$ cat src/rtl/trg_pkg.sv
package trg_pkg;
   parameter int CMD_W = 8;
   typedef logic [CMD_W-1:0] cmd_code_t;
   typedef struct packed {
      logic      valid;
      cmd_code_t code;
   } cmd_beat_t;

   function automatic int ns_to_cycles(longint unsigned clk_hz, longint unsigned ns);
      return int'((clk_hz * ns + 64'd999_999_999) / 64'd1_000_000_000);
   endfunction
endpackage

$ cat src/rtl/trg_l1a_src.sv
module trg_l1a_src #(
   parameter int PERIOD_CYCLES = 125000
) (
   input  logic clk,
   input  logic rst,
   input  logic sw_single,
   input  logic sw_run_a,
   input  logic sw_run_b,
   output logic l1a,
   output logic cm_reset
);
   localparam int PW = (PERIOD_CYCLES > 1) ? $clog2(PERIOD_CYCLES) : 1;
   localparam logic [PW-1:0] LAST = PW'(PERIOD_CYCLES - 1);

   logic          single_q;
   logic [PW-1:0] run_cnt;
   logic          all_hi, run_en, single_hit, tick;

   assign all_hi     = sw_single & sw_run_a & sw_run_b;
   assign run_en     = sw_run_a & sw_run_b & ~sw_single;
   assign single_hit = sw_single & ~single_q & ~all_hi;
   assign tick       = run_en && (run_cnt == LAST);

   always_ff @(posedge clk) begin
      if (rst) begin
         single_q <= 1'b0;
         run_cnt  <= '0;
         l1a      <= 1'b0;
         cm_reset <= 1'b0;
      end else begin
         single_q <= sw_single;
         if (!run_en || tick) run_cnt <= '0;
         else                 run_cnt <= run_cnt + 1'b1;
         l1a      <= single_hit | tick;
         cm_reset <= all_hi;
      end
   end

   // the clock-manager reset condition never coexists with a trigger
   assert_no_l1a_in_cm_reset_R5: assert property (@(posedge clk) disable iff (rst)
      cm_reset |-> !l1a);

   // a trigger needs a prior single switch or run enable
   assert_l1a_has_source_R4: assert property (@(posedge clk) disable iff (rst)
      l1a |-> $past(sw_single || (sw_run_a && sw_run_b)));
endmodule

$ cat src/rtl/trg_cmd_path.sv
module trg_cmd_path
   import trg_pkg::*;
#(
   parameter cmd_code_t HARD_CODE = 8'h04,
   parameter cmd_code_t SYNC_CODE = 8'h03
) (
   input  logic      clk,
   input  logic      rst,
   input  logic      link_ok,
   input  cmd_beat_t ext_in,
   input  cmd_beat_t loc_in,
   output cmd_beat_t fwd,
   output logic      hard_hit,
   output logic      sync_rst
);
   cmd_beat_t sel;

   assign sel      = link_ok ? ext_in : loc_in;
   assign hard_hit = sel.valid && (sel.code == HARD_CODE);

   always_ff @(posedge clk) begin
      if (rst) begin
         fwd      <= '0;
         sync_rst <= 1'b0;
      end else begin
         fwd      <= sel;
         sync_rst <= sel.valid && (sel.code == SYNC_CODE);
      end
   end

   // the sync strobe matches the forwarded byte
   assert_sync_matches_fwd_R9: assert property (@(posedge clk) disable iff (rst)
      sync_rst |-> (fwd.valid && fwd.code == SYNC_CODE));

   // the forwarded byte comes from the stream selected a cycle earlier
   assert_fwd_source_R10: assert property (@(posedge clk) disable iff (rst)
      fwd.valid |-> (fwd.code == ($past(link_ok) ? $past(ext_in.code) : $past(loc_in.code))));
endmodule

$ cat src/rtl/trg_stretch.sv
module trg_stretch #(
   parameter int LEN = 32
) (
   input  logic clk,
   input  logic rst,
   input  logic trig,
   output logic pulse
);
   generate
      if (LEN == 1) begin : g_direct
         always_ff @(posedge clk) begin
            if (rst) pulse <= 1'b0;
            else     pulse <= trig;
         end
      end else begin : g_count
         localparam int CW = $clog2(LEN + 1);
         logic [CW-1:0] left;
         always_ff @(posedge clk) begin
            if (rst)              left <= '0;
            else if (trig)        left <= CW'(LEN);
            else if (left != '0)  left <= left - 1'b1;
         end
         assign pulse = (left != '0);
      end
   endgenerate

   // the pulse only starts after a command
   assert_rise_after_cmd_R6: assert property (@(posedge clk) disable iff (rst)
      $rose(pulse) |-> $past(trig));

   // a command in the previous cycle keeps the pulse from ending
   assert_no_fall_on_retrig_R7: assert property (@(posedge clk) disable iff (rst)
      $fell(pulse) |-> !$past(trig));
endmodule

$ cat src/rtl/trg_reset_gen.sv
module trg_reset_gen
   import trg_pkg::*;
#(
   parameter longint unsigned CLK_HZ    = 64'd78_125_000,
   parameter longint unsigned PERIOD_NS = 64'd1_600_000,
   parameter longint unsigned PULSE_NS  = 64'd400,
   parameter cmd_code_t       HARD_CODE = 8'h04,
   parameter cmd_code_t       SYNC_CODE = 8'h03
) (
   input  logic             clk,
   input  logic             rst,
   input  logic             sw_single,
   input  logic             sw_run_a,
   input  logic             sw_run_b,
   input  logic             fc_link_ok,
   input  logic             fc_valid,
   input  logic [CMD_W-1:0] fc_cmd,
   input  logic             loc_valid,
   input  logic [CMD_W-1:0] loc_cmd,
   output logic             l1a_o,
   output logic             cm_reset_o,
   output logic             hard_rst_o,
   output logic             sync_rst_o,
   output logic             fwd_valid_o,
   output logic [CMD_W-1:0] fwd_cmd_o
);
   localparam int PERIOD_CYCLES = ns_to_cycles(CLK_HZ, PERIOD_NS);
   localparam int PULSE_CYCLES  = ns_to_cycles(CLK_HZ, PULSE_NS);

   generate
      if (PERIOD_CYCLES < 2) begin : g_bad_period
         $error("trigger period must be at least two cycles");
      end
      if (PULSE_CYCLES < 1) begin : g_bad_pulse
         $error("hard-reset pulse must be at least one cycle");
      end
      if (HARD_CODE == SYNC_CODE) begin : g_bad_codes
         $error("hard and sync command codes must differ");
      end
   endgenerate

   cmd_beat_t ext_b, loc_b, fwd_b;
   logic      hard_hit;

   assign ext_b = '{valid: fc_valid,  code: fc_cmd};
   assign loc_b = '{valid: loc_valid, code: loc_cmd};

   trg_l1a_src #(.PERIOD_CYCLES(PERIOD_CYCLES)) u_l1a (
      .clk(clk), .rst(rst),
      .sw_single(sw_single), .sw_run_a(sw_run_a), .sw_run_b(sw_run_b),
      .l1a(l1a_o), .cm_reset(cm_reset_o)
   );

   trg_cmd_path #(.HARD_CODE(HARD_CODE), .SYNC_CODE(SYNC_CODE)) u_cmd (
      .clk(clk), .rst(rst), .link_ok(fc_link_ok),
      .ext_in(ext_b), .loc_in(loc_b), .fwd(fwd_b),
      .hard_hit(hard_hit), .sync_rst(sync_rst_o)
   );

   trg_stretch #(.LEN(PULSE_CYCLES)) u_hr (
      .clk(clk), .rst(rst), .trig(hard_hit), .pulse(hard_rst_o)
   );

   assign fwd_valid_o = fwd_b.valid;
   assign fwd_cmd_o   = fwd_b.code;

   // a rising hard reset lines up with a forwarded hard command
   assert_hard_rise_cmd_R6: assert property (@(posedge clk) disable iff (rst)
      $rose(hard_rst_o) |-> (fwd_valid_o && fwd_cmd_o == HARD_CODE));

   // the two resets are never started by the same byte
   assert_sync_not_hard_R9: assert property (@(posedge clk) disable iff (rst)
      sync_rst_o |-> !(fwd_cmd_o == HARD_CODE));
endmodule

$ cat config.mk
export PLATFORM = sky130hd
export DESIGN_NAME = trg_reset_gen
export DESIGN_NICKNAME = d
export VERILOG_FILES = /design/src/rtl/trg_pkg.sv /design/src/rtl/trg_l1a_src.sv /design/src/rtl/trg_cmd_path.sv /design/src/rtl/trg_stretch.sv /design/src/rtl/trg_reset_gen.sv
export SDC_FILE = /design/constraint.sdc
export NUM_CORES = 1
export LEC_CHECK = 0
export ABC_AREA = 0
export CAP_MARGIN = 20
export CELL_PAD_IN_SITES_DETAIL_PLACEMENT = 0
export CELL_PAD_IN_SITES_GLOBAL_PLACEMENT = 1
export CORE_ASPECT_RATIO = 0.75
export CORE_UTILIZATION = 49
export DETAILED_ROUTE_END_ITERATION = 6
export DONT_BUFFER_PORTS = 1
export HOLD_SLACK_MARGIN = 0.08
export PLACE_DENSITY_LB_ADDON = 0.1
export SETUP_SLACK_MARGIN = 0.5
export SLEW_MARGIN = 20
export SYNTH_ARGS = -nofsm -noshare
export SYNTH_HDL_FRONTEND = slang
export SYNTH_SLANG_ARGS = --single-unit
$ cat constraint.sdc
create_clock -name clk -period 3.8 [get_ports clk]
set_input_delay 0.76 -clock clk [delete_from_list [all_inputs] [get_ports clk]]
set_output_delay 0.76 -clock clk [all_outputs]
set_load 0.05 [all_outputs]
# Yosys cells after proc, flatten, opt, wreduce, memory -nomap -nowiden
# Cells that the tools add are included.
totals:
  output_inout_bits: 13
  in_bits: 24
  word_cells: 36
  ff_bits: 36
classes:
  bitwise_logic: 10
  eq_ne: 3
  n_reduce_logical: 9
  add_sub_neg: 2
  n_mux: 3
ops:
  columns: ["cell", "n"]
  rows:
  - ["$add 17x1->17 const B", 1]
  - ["$eq 17x17->1 const B", 1]
  - ["$mux 6", 2]
  - ["$mux 9", 1]
  - ["$eq 8x2->1 const B", 1]
  - ["$eq 8x3->1 const B", 1]
  - ["$and 1x1->1", 6]
  - ["$reduce_bool 6->1", 1]
  - ["$sub 6x1->6 const B", 1]
  - ["$reduce_or 2->1", 2]
  - ["$logic_and 1x1->1", 3]
  - ["$not 1->1", 3]
  - ["$reduce_bool 2->1", 1]
  - ["$logic_not 1->1", 1]
  - ["$logic_or 1x1->1", 1]
  - ["$or 1x1->1", 1]

# Logic depth before layout (Yosys ltp)
logic_depth:
  depth_word: 5
  ltp_mapped: 6
  ltp_nobuf: 5

# Hierarchy
# From an unflattened synthesis, not the netlist that was laid out.
unflattened:
  cells_unflattened: 174
  hier_area_um2: 1670.4
modules_own_cells:
  columns: ["mod", "area_per_inst_um2", "instances", "cells_each", "seq_area_each_um2"]
  rows:
  - ["trg_l1a_src", 918.4, 1, 97, 400.4]
  - ["trg_cmd_path", 424.2, 1, 44, 200.2]
  - ["trg_stretch", 327.8, 1, 33, 120.1]

# Worst setup path after synthesis
# OpenSTA, ideal clock, no wires.
synth_timing:
  path_type: "in2reg"
  start: "input port fc_link_ok"
  end: "register u_hr.g_count.left[2]"
  path_stages: 5
  setup_ps: 120
  slack_ps: 1841
  required_time_ps: 3680
  arrival_ps: 1840
  path_buffers: 1
  path_cell_list: "buf_6 -> or4_4 -> o22ai_2 -> a31oi_2 -> and3_1"
synth_via:
  elab_chain_cells: 4
synth_rtl:
  columns: ["item", "line_no", "rtl"]
  rows:
  - ["start: declaration", "trg_reset_gen.sv:15", "input logic fc_link_ok,"]
  - ["$mux 9 (*)", "trg_cmd_path.sv:18", "assign sel = link_ok ? ext_in : loc_in;"]
  - ["$eq 8x3->1", "trg_cmd_path.sv:19", "assign hard_hit = sel.valid && (sel.code == HARD_CODE);"]
  - ["$logic_and 1x1->1 (*)", "trg_cmd_path.sv:19", null]
  - ["$reduce_or 2->1 (no line) (*)", null, null]
  - ["end signal: assignment", "trg_stretch.sv:20", "else if (trig) left <= CW'(LEN);"]
  - ["end signal: assignment", "trg_stretch.sv:21", "else if (left != '0) left <= left - 1'b1;"]
  - ["end: declaration", "trg_stretch.sv:17", "logic [CW-1:0] left;"]
# Mark *: on every way between the ends. The rest lies on a longest branch, timed or not.
# A chain may end at the register's enable or synchronous reset.

# Worst setup path after layout
layout_timing:
  start: "register u_hr.g_count.left[1]"
  end: "output port hard_rst_o"
layout_via:
  elab_chain_cells: 1
layout_rtl:
  columns: ["item", "line_no", "rtl"]
  rows:
  - ["$reduce_bool 6->1", "trg_stretch.sv:23", "assign pulse = (left != '0);"]
  - ["end: declaration", "trg_reset_gen.sv:22", "output logic hard_rst_o,"]
# Every way passes these cells.

==> results.yml <==
run_status:
  outcome: "completed"
finish:
  fin_area_um2: 1680
  antenna-diode-count: 0
  nets: 201
  drive_above_1_share_pct: 6.90
  syn_to_final_growth_pct: 6.16
  layout_commonest_cell: "dfxtp_1"
  layout_common_cells: "dfxtp_1 (36), nor2_1 (32), xnor2_1 (16), nand2_1 (9), mux2i_1 (9)"
critical_path:
  crit_path_start: "u_hr.g_count.left[1]$_SDFFE_PP0P_"
  r2r_end: "u_hr.g_count.left[0]$_SDFFE_PP0P_"
  reg2reg_depth: 4
  cp_max_fo: 7
  start_kind: "register"
  critPathSlowestCell: "nand3b_1"
  rrSetupSlack_ns: 2.06
  critPathMaxStageDelay_ns: 0.56
  required_ns: 3.04
  rr_startpoint: "u_hr.g_count.left[2]$_SDFFE_PP0P_"
  endpoint: "hard_rst_o"
  cp_cell_sequence: "inv_1 > ha_1 > nand3b_1"
  worstPathArrival_ns: 1.48
  timing_worst_setup_path_type: "register to primary output"
  worstSetupEndpointType: "primary output"
clocking:
  cts-buffers-inserted: 5
  cts_root_buffer: "clkbuf_8"
  clkSinkCount: 36
  worstSkewPairLatency_ns: 0.28
  cts.clk_slew.worst_paths_ns: 0.07
  cts_tree: "yes"
  htreeDepth: 2
  post_cts_resized: 0
  post_cts_buffers: 0
  holdBufCountCts: 0
  cts.path.max_buffers: 2
floorplanning:
  initial_core_util_pct: 52.8
  core_area_um2: 3000
  die_x_um: 67.7
  io_pins: 37
  die_h_um: 51.2
  rows: 17
  dieArea_um2: 3470
global_routing:
  grt_max_degree: 18
  grt_pass1_wl_um: 4720
  grt.overflow.total: 0
  grt_pass1_vias: 1034
  antenna_found_initial: 0
  grtUsageTotal_pct: 19.4
place:
  hpwlAfterDp_um: 2140
  port_buffers: 0
  dp_slack_ns: 1.82
  postPlaceCellArea_um2: 1600
  globalplace.congestion: 0.832
yosys:
  postSynthCellCount: 171
  ys_seq_area_share_pct: 45.5
  ys_types: 36
  yosysWarnings: 0
  synth_seq_cells: 36
  yosysTopAreaCell: "dfxtp_1"
  syn-num-nets: 198
  synth_area_um2: 1580
  postSynthAreaPerCell_um2: 9.26
  synth.area.top_cells: "dfxtp_1 (45%), xnor2_1 (8.8%), nor2_1 (7.6%), mux2i_1 (5.7%), nand3_1 (2.5%)"
  yosys.area.top_type_share_pct: 45.5
timing:
  rsz0062_at_grt: "no"
  fin_ws_ns: 1.56
  relSlewSlack_pct: 50.6
  slew_viol_final: 0
  period_minus_slack_ns: 2.24
  hold_viol_final: 0
  worst_slew_pin_slew_ns: 0.738
  setup_viol: 0
  skew_ns: 0.00848
  period_share_pct: 58.9
  max_freq_mhz: 446
  setup-tns-final_ns: 0
pwr:
  p_seq_share_pct: 50.2
  pwr-share-comb_pct: 23.1
  power_uw: 927
  p_leak_uw: 0.000588
  p_sw_share_pct: 32.0
  clkPwrFrac_pct: 26.7
  p_int_uw: 631
  p_per_area_nw_per_um2: 551
  switchingPower_uw: 296
  ir_worst_vdd_v: 0.000296
routing:
  drt_pass1_iterations: 4
  detail-route-antenna-nets: 0
  wl_um: 2870
  vias: 1152
  drc_errors: 0
  vias_per_cell: 5.43
  drt_iter0_drc: 53
  wl_per_cell_um: 13.5
run:
  drv_cap: 0
worst_hold_path:
  hold_class: "register to register"
-- power by group through the flow --
stage	clock network [uW]	registers, uW	logic [uW]
2_1_floorplan	0	468	191
3_3_place_gp	0	473	213
3_5_place_dp	0	474	215
4_1_cts	257	465	217
5_1_grt	270	470	240
6_report	248	465	214
-- worst max-delay path: cells and delay by family, from the launching register on --
kind / cells / cell delay (ns)
adder cells (fa/ha/maj): 1 / 0.19
buffers and inverters: 1 / 0.08
flip-flops: 1 / 0.36
AND/OR/NAND/NOR: 1 / 0.56
-- synthesized netlist by cell type --
master     count
xnor2_1       16
and3_1         3
buf_2          1
a31oi_2        1
nand2b_1       1
inv_1          8
nor3_1         7
a32o_1         2
buf_4          1
and4_1         1
nand3b_1       1
o21ai_2        1
buf_6          1
o2bb2ai_1      1
nor3b_1        1
mux2i_1        9
nand2_1        9
nand4_1        4
nand4b_1       1
xor2_1         3
or4b_1         1
ha_1           3
o22ai_2        1
nor4b_1        2
o211a_1        1
a21oi_1        2
clkbuf_1       1
nor2_1        32
nor4_1         6
and2_1         1
nand3_1        8
or4_4          1
nor2b_1        2
o32ai_2        1
dfxtp_1       36
or2_2          1
-- cells by family (layout without fill, tap and decap cells) --
logic type	Yosys count	count (layout)	synth area share, %
AO/OA/AOI/OAI	10	10	6.24
buffers and inverters	12	15	3.63
AND/OR/NAND/NOR	82	82	26.1
XOR/XNOR	19	19	10.5
multiplexers	9	9	5.69
flip-flops	36	36	45.5
adder cells (fa/ha/maj)	3	3	2.37
-- layout make-up --
cell class	count	area, um^2
Multi-Input combinational cell	123	806
Sequential cell	36	721
Fill cell	275	1320
Clock buffer	6	72.6
Clock inverter	1	5.00
Inverter	8	30.0
Tap cell	38	47.5
-- how the worst min path moves through the flow --
stage | slack (ns) | endpoint | start | cells past startpoint
global placement | 0.41 | u_l1a.l1a$_SDFF_PP0_ | u_l1a.single_q$_SDFF_PP0_ | 1
global route | 0.46 | u_l1a.l1a$_SDFF_PP0_ | u_l1a.single_q$_SDFF_PP0_ | 1
CTS | 0.43 | u_l1a.l1a$_SDFF_PP0_ | u_l1a.single_q$_SDFF_PP0_ | 1
finish | 0.42 | u_l1a.l1a$_SDFF_PP0_ | u_l1a.single_q$_SDFF_PP0_ | 1
detailed placement | 0.42 | u_l1a.l1a$_SDFF_PP0_ | u_l1a.single_q$_SDFF_PP0_ | 1
floorplan | 0.38 | u_l1a.l1a$_SDFF_PP0_ | u_l1a.single_q$_SDFF_PP0_ | 1
-- per-stage QoR --
stage / hold slack (ns) / utilization [%] / std cells
final: 0.425 / 56.1 / 212
after global routing: 0.462 / 56.1 / 212
after CTS: 0.429 / 56.1 / 212
after detailed placement: 0.418 / 53.5 / 205
after global placement: 0.408 / 53.5 / 205
after floorplan: 0.382 / - / 171
-- flip-flops by register name, indices dropped and copies added (netlist names) --
signal             count
u_l1a.l1a              1
u_cmd.sync_rst         1
u_cmd.fwd              9
u_l1a.cm_reset         1
u_hr.g_count.left      6
u_l1a.run_cnt         17
u_l1a.single_q         1
-- routing by layer --
metal	share of wire [%]	global-route usage, %
met3	5.5	7.14
met1	53	27.5
met5	0	0
met2	40	25.1
met4	1.1	9.57
Power figures use the tool's default switching activity.
